==> config.mk <==
export PLATFORM = sky130hd
export DESIGN_NAME = art_timer
export DESIGN_NICKNAME = d
export VERILOG_FILES = /design/src/rtl/art_pkg.sv /design/src/rtl/art_prescale.sv /design/src/rtl/art_counter.sv /design/src/rtl/art_wake.sv /design/src/rtl/art_timer.sv
export SDC_FILE = /design/constraint.sdc
export NUM_CORES = 1
export LEC_CHECK = 0
export CORE_MARGIN = 5
export CORE_UTILIZATION = 55
export CTS_CLUSTER_DIAMETER = 60
export DETAILED_ROUTE_END_ITERATION = 8
export DONT_BUFFER_PORTS = 1
export PLACE_DENSITY = 0.74
export SETUP_SLACK_MARGIN = 0.2
export SLEW_MARGIN = 25
export SYNTH_ARGS = -nofsm -noshare
export SYNTH_HDL_FRONTEND = slang
export SYNTH_HIERARCHICAL = 1
export SYNTH_SLANG_ARGS = --single-unit
==> constraint.sdc <==
create_clock -name clk_i -period 4.8 [get_ports clk_i]
set_input_delay 0.72 -clock clk_i [delete_from_list [all_inputs] [get_ports clk_i]]
set_output_delay 0.72 -clock clk_i [all_outputs]
set_load 0.03 [all_outputs]
==> src/rtl/art_pkg.sv <==
package art_pkg;
  localparam int DATA_W = 8;
  localparam int ADDR_W = 3;

  localparam int CSR_CMPIE  = 0;
  localparam int CSR_OVFIE  = 1;
  localparam int CSR_OVF    = 2;
  localparam int CSR_CK_LSB = 3;

  typedef enum logic [1:0] {
    CK_OFF  = 2'b00,
    CK_SLOW = 2'b01,
    CK_SYS  = 2'b10,
    CK_HALF = 2'b11
  } ck_sel_e;

  typedef enum logic [1:0] {
    LP_RUN   = 2'b00,
    LP_WAIT  = 2'b01,
    LP_AHALT = 2'b10,
    LP_HALT  = 2'b11
  } lp_mode_e;

  typedef enum logic [ADDR_W-1:0] {
    A_CSR     = 3'd0,
    A_RLD_LO  = 3'd1,
    A_RLD_HI  = 3'd2,
    A_CMP_LO  = 3'd3,
    A_CMP_HI  = 3'd4,
    A_CMP_STS = 3'd5,
    A_CNT_LO  = 3'd6,
    A_CNT_HI  = 3'd7
  } reg_addr_e;
endpackage

==> src/rtl/art_prescale.sv <==
module art_prescale
  import art_pkg::*;
(
  input  logic    clk_i,
  input  logic    rst_ni,
  input  ck_sel_e sel_i,
  input  logic    slow_tick_i,
  output logic    tick_o
);
  logic phase_q;

  // free-running divide-by-2 phase
  always_ff @(posedge clk_i or negedge rst_ni) begin
    if (!rst_ni) phase_q <= 1'b0;
    else         phase_q <= ~phase_q;
  end

  always_comb begin
    case (sel_i)
      CK_SLOW: tick_o = slow_tick_i;
      CK_SYS:  tick_o = 1'b1;
      CK_HALF: tick_o = phase_q;
      default: tick_o = 1'b0;
    endcase
  end
endmodule

==> src/rtl/art_counter.sv <==
module art_counter #(
  parameter int CNT_W = 12
) (
  input  logic             clk_i,
  input  logic             rst_ni,
  input  logic             tick_i,
  input  logic [CNT_W-1:0] reload_i,
  input  logic [CNT_W-1:0] cmp_i,
  output logic [CNT_W-1:0] cnt_o,
  output logic             ovf_evt_o,
  output logic             cmp_evt_o
);
  localparam logic [CNT_W-1:0] CNT_TOP = '1;

  logic [CNT_W-1:0] cnt_q, cnt_nxt;

  assign ovf_evt_o = tick_i && (cnt_q == CNT_TOP);
  assign cnt_nxt   = (cnt_q == CNT_TOP) ? reload_i : cnt_q + 1'b1;
  assign cmp_evt_o = tick_i && (cnt_nxt == cmp_i);
  assign cnt_o     = cnt_q;

  always_ff @(posedge clk_i or negedge rst_ni) begin
    if (!rst_ni)     cnt_q <= '0;
    else if (tick_i) cnt_q <= cnt_nxt;
  end
endmodule

==> src/rtl/art_wake.sv <==
module art_wake
  import art_pkg::*;
(
  input  lp_mode_e mode_i,
  input  ck_sel_e  ck_i,
  input  logic     irq_ovf_i,
  input  logic     irq_cmp_i,
  output logic     wake_o
);
  always_comb begin
    case (mode_i)
      LP_WAIT:  wake_o = irq_ovf_i | irq_cmp_i;
      LP_AHALT: wake_o = irq_ovf_i && (ck_i == CK_SLOW); // only the slow tick runs here
      default:  wake_o = 1'b0;
    endcase
  end
endmodule

==> src/rtl/art_timer.sv <==
module art_timer
  import art_pkg::*;
#(
  parameter int CNT_W = 12  // DATA_W < CNT_W <= 2*DATA_W
) (
  input  logic              clk_i,
  input  logic              rst_ni,
  input  logic              slow_tick_i,
  input  logic              sel_i,
  input  logic              we_i,
  input  logic [ADDR_W-1:0] addr_i,
  input  logic [DATA_W-1:0] wdata_i,
  output logic [DATA_W-1:0] rdata_o,
  input  logic [1:0]        lp_mode_i,
  output logic              irq_ovf_o,
  output logic              irq_cmp_o,
  output logic              wake_o
);
  localparam int HI_W = CNT_W - DATA_W;

  ck_sel_e          ck_q;
  logic             ovfie_q, cmpie_q, ovf_q, pend_q, cmpf_q;
  logic [CNT_W-1:0] arr_q, cmp_q, cnt;
  logic             tick, ovf_evt, cmp_evt, wr, rd;
  reg_addr_e        addr;

  assign wr   = sel_i & we_i;
  assign rd   = sel_i & ~we_i;
  assign addr = reg_addr_e'(addr_i);

  art_prescale u_pre (
    .clk_i       (clk_i),
    .rst_ni      (rst_ni),
    .sel_i       (ck_q),
    .slow_tick_i (slow_tick_i),
    .tick_o      (tick)
  );

  art_counter #(.CNT_W(CNT_W)) u_cnt (
    .clk_i     (clk_i),
    .rst_ni    (rst_ni),
    .tick_i    (tick),
    .reload_i  (arr_q),
    .cmp_i     (cmp_q),
    .cnt_o     (cnt),
    .ovf_evt_o (ovf_evt),
    .cmp_evt_o (cmp_evt)
  );

  // software-written registers
  always_ff @(posedge clk_i or negedge rst_ni) begin
    if (!rst_ni) begin
      ck_q    <= CK_OFF;
      ovfie_q <= 1'b0;
      cmpie_q <= 1'b0;
      arr_q   <= '0;
      cmp_q   <= '0;
    end else if (wr) begin
      case (addr)
        A_CSR: begin
          ck_q    <= ck_sel_e'(wdata_i[CSR_CK_LSB+:2]);
          ovfie_q <= wdata_i[CSR_OVFIE];
          cmpie_q <= wdata_i[CSR_CMPIE];
        end
        A_RLD_LO: arr_q[DATA_W-1:0]     <= wdata_i;
        A_RLD_HI: arr_q[CNT_W-1:DATA_W] <= wdata_i[HI_W-1:0];
        A_CMP_LO: cmp_q[DATA_W-1:0]     <= wdata_i;
        A_CMP_HI: cmp_q[CNT_W-1:DATA_W] <= wdata_i[HI_W-1:0];
        default: ;
      endcase
    end
  end

  // overflow flag: read arms a clear that lands on the next counter tick
  always_ff @(posedge clk_i or negedge rst_ni) begin
    if (!rst_ni) begin
      ovf_q  <= 1'b0;
      pend_q <= 1'b0;
    end else if (ovf_evt) begin
      ovf_q  <= 1'b1;
      pend_q <= 1'b0;
    end else begin
      if (pend_q && (tick || ck_q == CK_OFF)) begin
        ovf_q  <= 1'b0;
        pend_q <= 1'b0;
      end
      if (rd && addr == A_CSR && ovf_q) pend_q <= 1'b1;
    end
  end

  always_ff @(posedge clk_i or negedge rst_ni) begin
    if (!rst_ni)                       cmpf_q <= 1'b0;
    else if (cmp_evt)                  cmpf_q <= 1'b1;
    else if (rd && addr == A_CMP_STS)  cmpf_q <= 1'b0;
  end

  always_comb begin
    rdata_o = '0;
    case (addr)
      A_CSR: begin
        rdata_o[CSR_CK_LSB+:2] = ck_q;
        rdata_o[CSR_OVF]       = ovf_q;
        rdata_o[CSR_OVFIE]     = ovfie_q;
        rdata_o[CSR_CMPIE]     = cmpie_q;
      end
      A_RLD_LO:  rdata_o = arr_q[DATA_W-1:0];
      A_RLD_HI:  rdata_o = DATA_W'(arr_q[CNT_W-1:DATA_W]);
      A_CMP_LO:  rdata_o = cmp_q[DATA_W-1:0];
      A_CMP_HI:  rdata_o = DATA_W'(cmp_q[CNT_W-1:DATA_W]);
      A_CMP_STS: rdata_o[0] = cmpf_q;
      A_CNT_LO:  rdata_o = cnt[DATA_W-1:0];
      A_CNT_HI:  rdata_o = DATA_W'(cnt[CNT_W-1:DATA_W]);
      default: ;
    endcase
  end

  assign irq_ovf_o = ovf_q & ovfie_q;
  assign irq_cmp_o = cmpf_q & cmpie_q;

  art_wake u_wake (
    .mode_i    (lp_mode_e'(lp_mode_i)),
    .ck_i      (ck_q),
    .irq_ovf_i (irq_ovf_o),
    .irq_cmp_i (irq_cmp_o),
    .wake_o    (wake_o)
  );
endmodule

Word-level counts from Yosys, hierarchy flattened
Cells that the tools add are included.
- $add $sub $neg: 1
- $mul: 0
- div/mod/pow operators: 0
- order comparisons: 0
- equal/unequal tests: 14
- shift-type cells: 0
- muxes and demuxes: 12
- bitwise gates (word level): 7
- reduce and logical (&&, ||, !) cells: 18
- operators by type and width (cell ; number):
    $pmux 4 s7 ; 1
    $add 12x1->12 const B ; 1
    $eq 12x12->1 ; 1
    $eq 12x12->1 const B ; 1
    $eq 3x3->1 const B ; 4
    $mux 12 ; 1
    $reduce_and 2->1 ; 5
    $pmux 3 s3 ; 1
    $pmux 1 s8 ; 1
    $logic_and 1x1->1 ; 7
    $eq 2x2->1 const B ; 3
    $eq 3x2->1 const B ; 2
    $mux 1 ; 6
    $and 1x1->1 ; 4
    $eq 2x1->1 const B ; 2
    $reduce_bool 2->1 ; 2
    $eq 3x1->1 const B ; 1
    $logic_not 3->1 ; 1
    $pmux 1 s3 ; 1
    $reduce_bool 3->1 ; 1
    $logic_not 2->1 ; 1
    $not 1->1 ; 2
    $pmux 1 s2 ; 1
    $logic_or 1x1->1 ; 1
    $or 1x1->1 ; 1
- bits in registers: 44
- latch bits: 0
- RAM bits: 0
- ROM bits: 0
- bits of input ports: 18
- output and inout bits: 11
- word-level logic and storage cells: 64
- memories: 0

Depth between registers and ports, before layout
- depth after elaboration: 7
- gate-level depth with buffers: 10
- gate-level depth less buffers: 8

Hierarchy
The synthesis kept the hierarchy.
- by module, submodules not included (module ; instances ; cells an instance ; area each (um^2) ; seq. area each (um^2)):
    art_timer ; 1 ; 131 ; 1651.6 ; 775.7
    art_counter ; 1 ; 165 ; 1270.0 ; 300.3
    art_wake ; 1 ; 7 ; 51.3 ; 0.0
    art_prescale ; 1 ; 4 ; 40.0 ; 25.0

Least setup slack after synthesis
Ideal clock, no wire load.
- path kind: input -> output
- start: input addr_i[1]
- end: output rdata_o[0]
- arrival time: 1.899 ns
- required time: 4.080 ns
- path slack: 2.181 ns
- cell stages on the path: 5
- path buffers: 2
- cell sequence: buf_4 buf_6 inv_1 a211o_1 a32oi_1
- word-level cells in the longest chain between the ends: 2
- elaborated cells between the ends (all ways): 9
- classes of those cells: 7 x eq/ne; 1 x mux; 1 x reduce/logical
- RTL lines (what ; RTL line ; RTL):
    start, declared ; art_timer.sv:11 ; input logic [ADDR_W-1:0] addr_i,
    $eq 3x3->1, or another cell as far along ; art_timer.sv:99 ; case (addr)
    $pmux 1 s8 * ; art_timer.sv:99 ;
    end, declared ; art_timer.sv:13 ; output logic [DATA_W-1:0] rdata_o,
Every way passes the cells marked *; elsewhere a longest branch is shown, timed or not.

Worst setup path in the final report
- start: register u_cnt.cnt_q[8], in the netlist u_cnt/cnt_o[8]
- end: output rdata_o[0]
- word-level cells in the longest chain between the ends: 1
- RTL lines (what ; RTL line ; RTL):
    start, declared ; art_counter.sv:15 ; logic [CNT_W-1:0] cnt_q, cnt_nxt;
    start signal, assigned ; art_counter.sv:24 ; else if (tick_i) cnt_q <= cnt_nxt;
    $pmux 1 s8 ; art_timer.sv:99 ;
No other way between the ends.

==> qor.yml <==
run_status: "finished, final reports clean"
period_share: 0.5627
clockRootBuffer: "sky130_fd_sc_hd__clkbuf_8"
num-fill-cells: 474
design.portCount: 29
drv_slew: 0
detailedRoute.firstPassIterationCount: 6
synth-main-ff-cell: "sky130_fd_sc_hd__dfrtp_1"
final_hold_viol_count: 0
grt-ovfl-total: 0
post_cts_resize_count: 0
first_iter_violations: 331
synth_largest_type_area_fraction: 0.3654
cell_area_synth_mm2: 0.003013
netSwitchingFraction: 0.3784
grt_max_degree: 45
post_synth.cell_area_avg_um2: 9.814
use_met1: 0.3137
core-area_mm2: 0.005405
clk_transition_reported_paths_ns: 0.08
cellPowerDensity_mw_per_mm2: 450.8
worstPathMaxFanout: 11
port_buffers: 0
setup.worst_path.start_class: "flip-flop"
seq_power_share: 0.431
grt_first_pass_wirelength_um: 13100
setup.worst_path.end_class: "output port"
timing.fmax_mhz: 370.2
cts.htree.levels: 2
report.final.setup_viol: 0
design_power_total_uw: 1419
num_rows: 27
timing.hold.ws_ns: 0.1076
worst_ep_arrival_time_ns: 1.98
worst-setup-path-type: "flip-flop to output port"
num_vias: 2487
detail_route.wl_per_cell_um: 20.99
yosys.area.top_type: "sky130_fd_sc_hd__dfrtp_1"
vdd_ir_drop_max_v: 0.0002803
leakage_uw: 0.001370
synthesis.nets: 328
placer_congestion_estimate: 0.9411
timing.clock.skew_ns: 0.002768
initial_antenna_violation_count: 0
die_area_mm2: 0.007059
cts_inserted_buffers: 5
die_x_um: 84.02
combPwrFrac: 0.336
cts_hold_repair.buffers: 0
max_slew.worst_pin.slew_ns: 0.6786
postSynthCellCount: 307
grt_usage: 0.2321
avgViaCountPerCell: 6.704
synthMostInstantiatedCell: "sky130_fd_sc_hd__dfrtp_1"
antenna-diode-count: 0
drt_wl_total_um: 7787
via_count_of_the_first_global_routing_pass: 2445
clock_insertion_delay_worst_skew_ns: 0.30
data_required_critical_path_ns: 4.08
max_cap_violations: 0
groute.layer.met3.usage: 0.05133
die_y_um: 84.02
ys_seq_elements: 44
starting_density: 0.5574
nets: 320
rsz0062_at_grt: "false"
cts_setup_buffers: 0
synth_async_sr_flop_share: 1.000
globalRoute.busiestLayer: "met2"
p_switching_uw: 536.8
worstHoldPathType: "primary input to async pin"
max-clock-path-buffers: 2
pwr-share-clk: 0.234
detail_route.drc_violations: 0
antenna_left: 0
slew_headroom: 0.5490
place.detailed.hpwl_um: 5585
drive_above_1_share: 0.1873
groute.layer.met2.usage: 0.3767
tns_ns: 0
layout-area-overhead-vs-synth_pct: 4.444
synth_cell_types: 63
synth_seq_area_share: 0.3654
synth_edf_count: 0
power.internal_uw: 881.7
cts.sinks: 44
period_needed_ns: 2.701
yosys_warnings: 6
yosys-top-cells-area: "sky130_fd_sc_hd__dfrtp_1 37%, sky130_fd_sc_hd__mux2_2 9.7%, sky130_fd_sc_hd__a21oi_1 3.7%"
cts_tree: "built"
yosys-top-cells-count: "44 x sky130_fd_sc_hd__dfrtp_1, 26 x sky130_fd_sc_hd__mux2_2, 22 x sky130_fd_sc_hd__a21oi_1, 22 x sky130_fd_sc_hd__nand2_1, 15 x sky130_fd_sc_hd__nor2_1"
==> worst paths after layout <==
path / start / cells after the start / slack [ns] / to
max reg2reg: u_cnt/cnt_o[0]$_DFFE_PN0P_ / 8 / 2.41 / cmpf_q$_DFFE_PN0P_
min: rst_ni / 0 / 0.11 / arr_q[1]$_DFFE_PN0P_
max in group asynchronous: rst_ni / 0 / 4.60 / u_cnt/cnt_o[7]$_DFFE_PN0P_
min in group clk_i: u_pre/phase_q$_DFF_PN0_ / 1 / 0.41 / u_pre/phase_q$_DFF_PN0_
max: u_cnt/cnt_o[8]$_DFFE_PN0P_ / 3 / 2.10 / rdata_o[0]
min reg2reg: u_pre/phase_q$_DFF_PN0_ / 1 / 0.41 / u_pre/phase_q$_DFF_PN0_
==> power by group through the flow <==
stage / logic, uW / clock network (uW) / registers [uW]
finish: 476 / 332 / 611
global placement: 454 / 0 / 613
detailed placement: 464 / 0 / 615
CTS: 466 / 338 / 608
floorplan: 434 / 0 / 537
global route: 523 / 350 / 629
==> metal layers <==
layer,vias up,wire length [um]
met2,107,3799
met4,0,128
li1,1125,-
met1,1239,3262
met3,16,596
met5,-,0
==> flip-flops by register name, summed over array words and instances, names as in the netlist <==
| register | cells |
|---|---|
| pend_q | 1 |
| ovf_q | 1 |
| arr_q | 12 |
| cmp_q | 12 |
| ovfie_q | 1 |
| u_cnt/cnt_o | 12 |
| u_pre/phase_q | 1 |
| cmpie_q | 1 |
| ck_q | 2 |
| cmpf_q | 1 |
==> cells in the final DEF, fill, tap and decap left out, types with 4 or more instances in the layout <==
master / n
sky130_fd_sc_hd__nor3_1: 4
sky130_fd_sc_hd__nand2_1: 22
sky130_fd_sc_hd__and2_1: 5
sky130_fd_sc_hd__nor2_1: 15
sky130_fd_sc_hd__a21oi_1: 22
sky130_fd_sc_hd__nand2b_1: 5
sky130_fd_sc_hd__mux2_4: 4
sky130_fd_sc_hd__a31oi_1: 6
sky130_fd_sc_hd__clkbuf_8: 5
sky130_fd_sc_hd__o21ai_0: 13
sky130_fd_sc_hd__and3_1: 5
sky130_fd_sc_hd__xor2_1: 6
sky130_fd_sc_hd__mux2_2: 26
sky130_fd_sc_hd__dfrtp_1: 44
sky130_fd_sc_hd__xnor2_1: 7
sky130_fd_sc_hd__nand3_1: 11
sky130_fd_sc_hd__inv_1: 13
sky130_fd_sc_hd__nand4_1: 10
sky130_fd_sc_hd__mux2i_1: 10
==> kinds of logic after synthesis <==
logic type	Yosys count	synth area share
AOI/OAI and AO/OA	77	0.1740
buffers and inverters	30	0.05150
DFF	44	0.3654
muxes	41	0.1578
and+or+nand+nor	99	0.2010
adders and majority gates	3	0.01246
xor gates and xnor gates	13	0.03779
==> through the flow <==
stage	cells	worst slack (ns)	cell area, um2	utilization
floorplan	307	2.181	3013	-
global placement	364	2.291	3018	0.5583
detailed placement	364	2.291	3018	0.5583
CTS	371	2.106	3147	0.5822
global route	371	2.031	3147	0.5822
finish	371	2.099	3147	0.5822
==> final cells by class <==
type                    instances  area (um2)  area share
repair buffers                  2       15.01    0.004771
clock inverters                 2       60.06     0.01909
multi-input cells             233        1763      0.5602
inverters                      13       48.80     0.01551
well taps                      72       90.09     0.02863
clock buffers                   5       68.82     0.02187
flip-flops and latches         44        1101      0.3499
==> worst max-delay path, cell delays in order (launching register included) <==
cell                      delay [ns]
sky130_fd_sc_hd__dfrtp_1        0.57
sky130_fd_sc_hd__mux2i_1        0.13
sky130_fd_sc_hd__a211o_1        0.30
sky130_fd_sc_hd__a32oi_1        0.67
No activity file was read; power rests on OpenSTA's default activity.
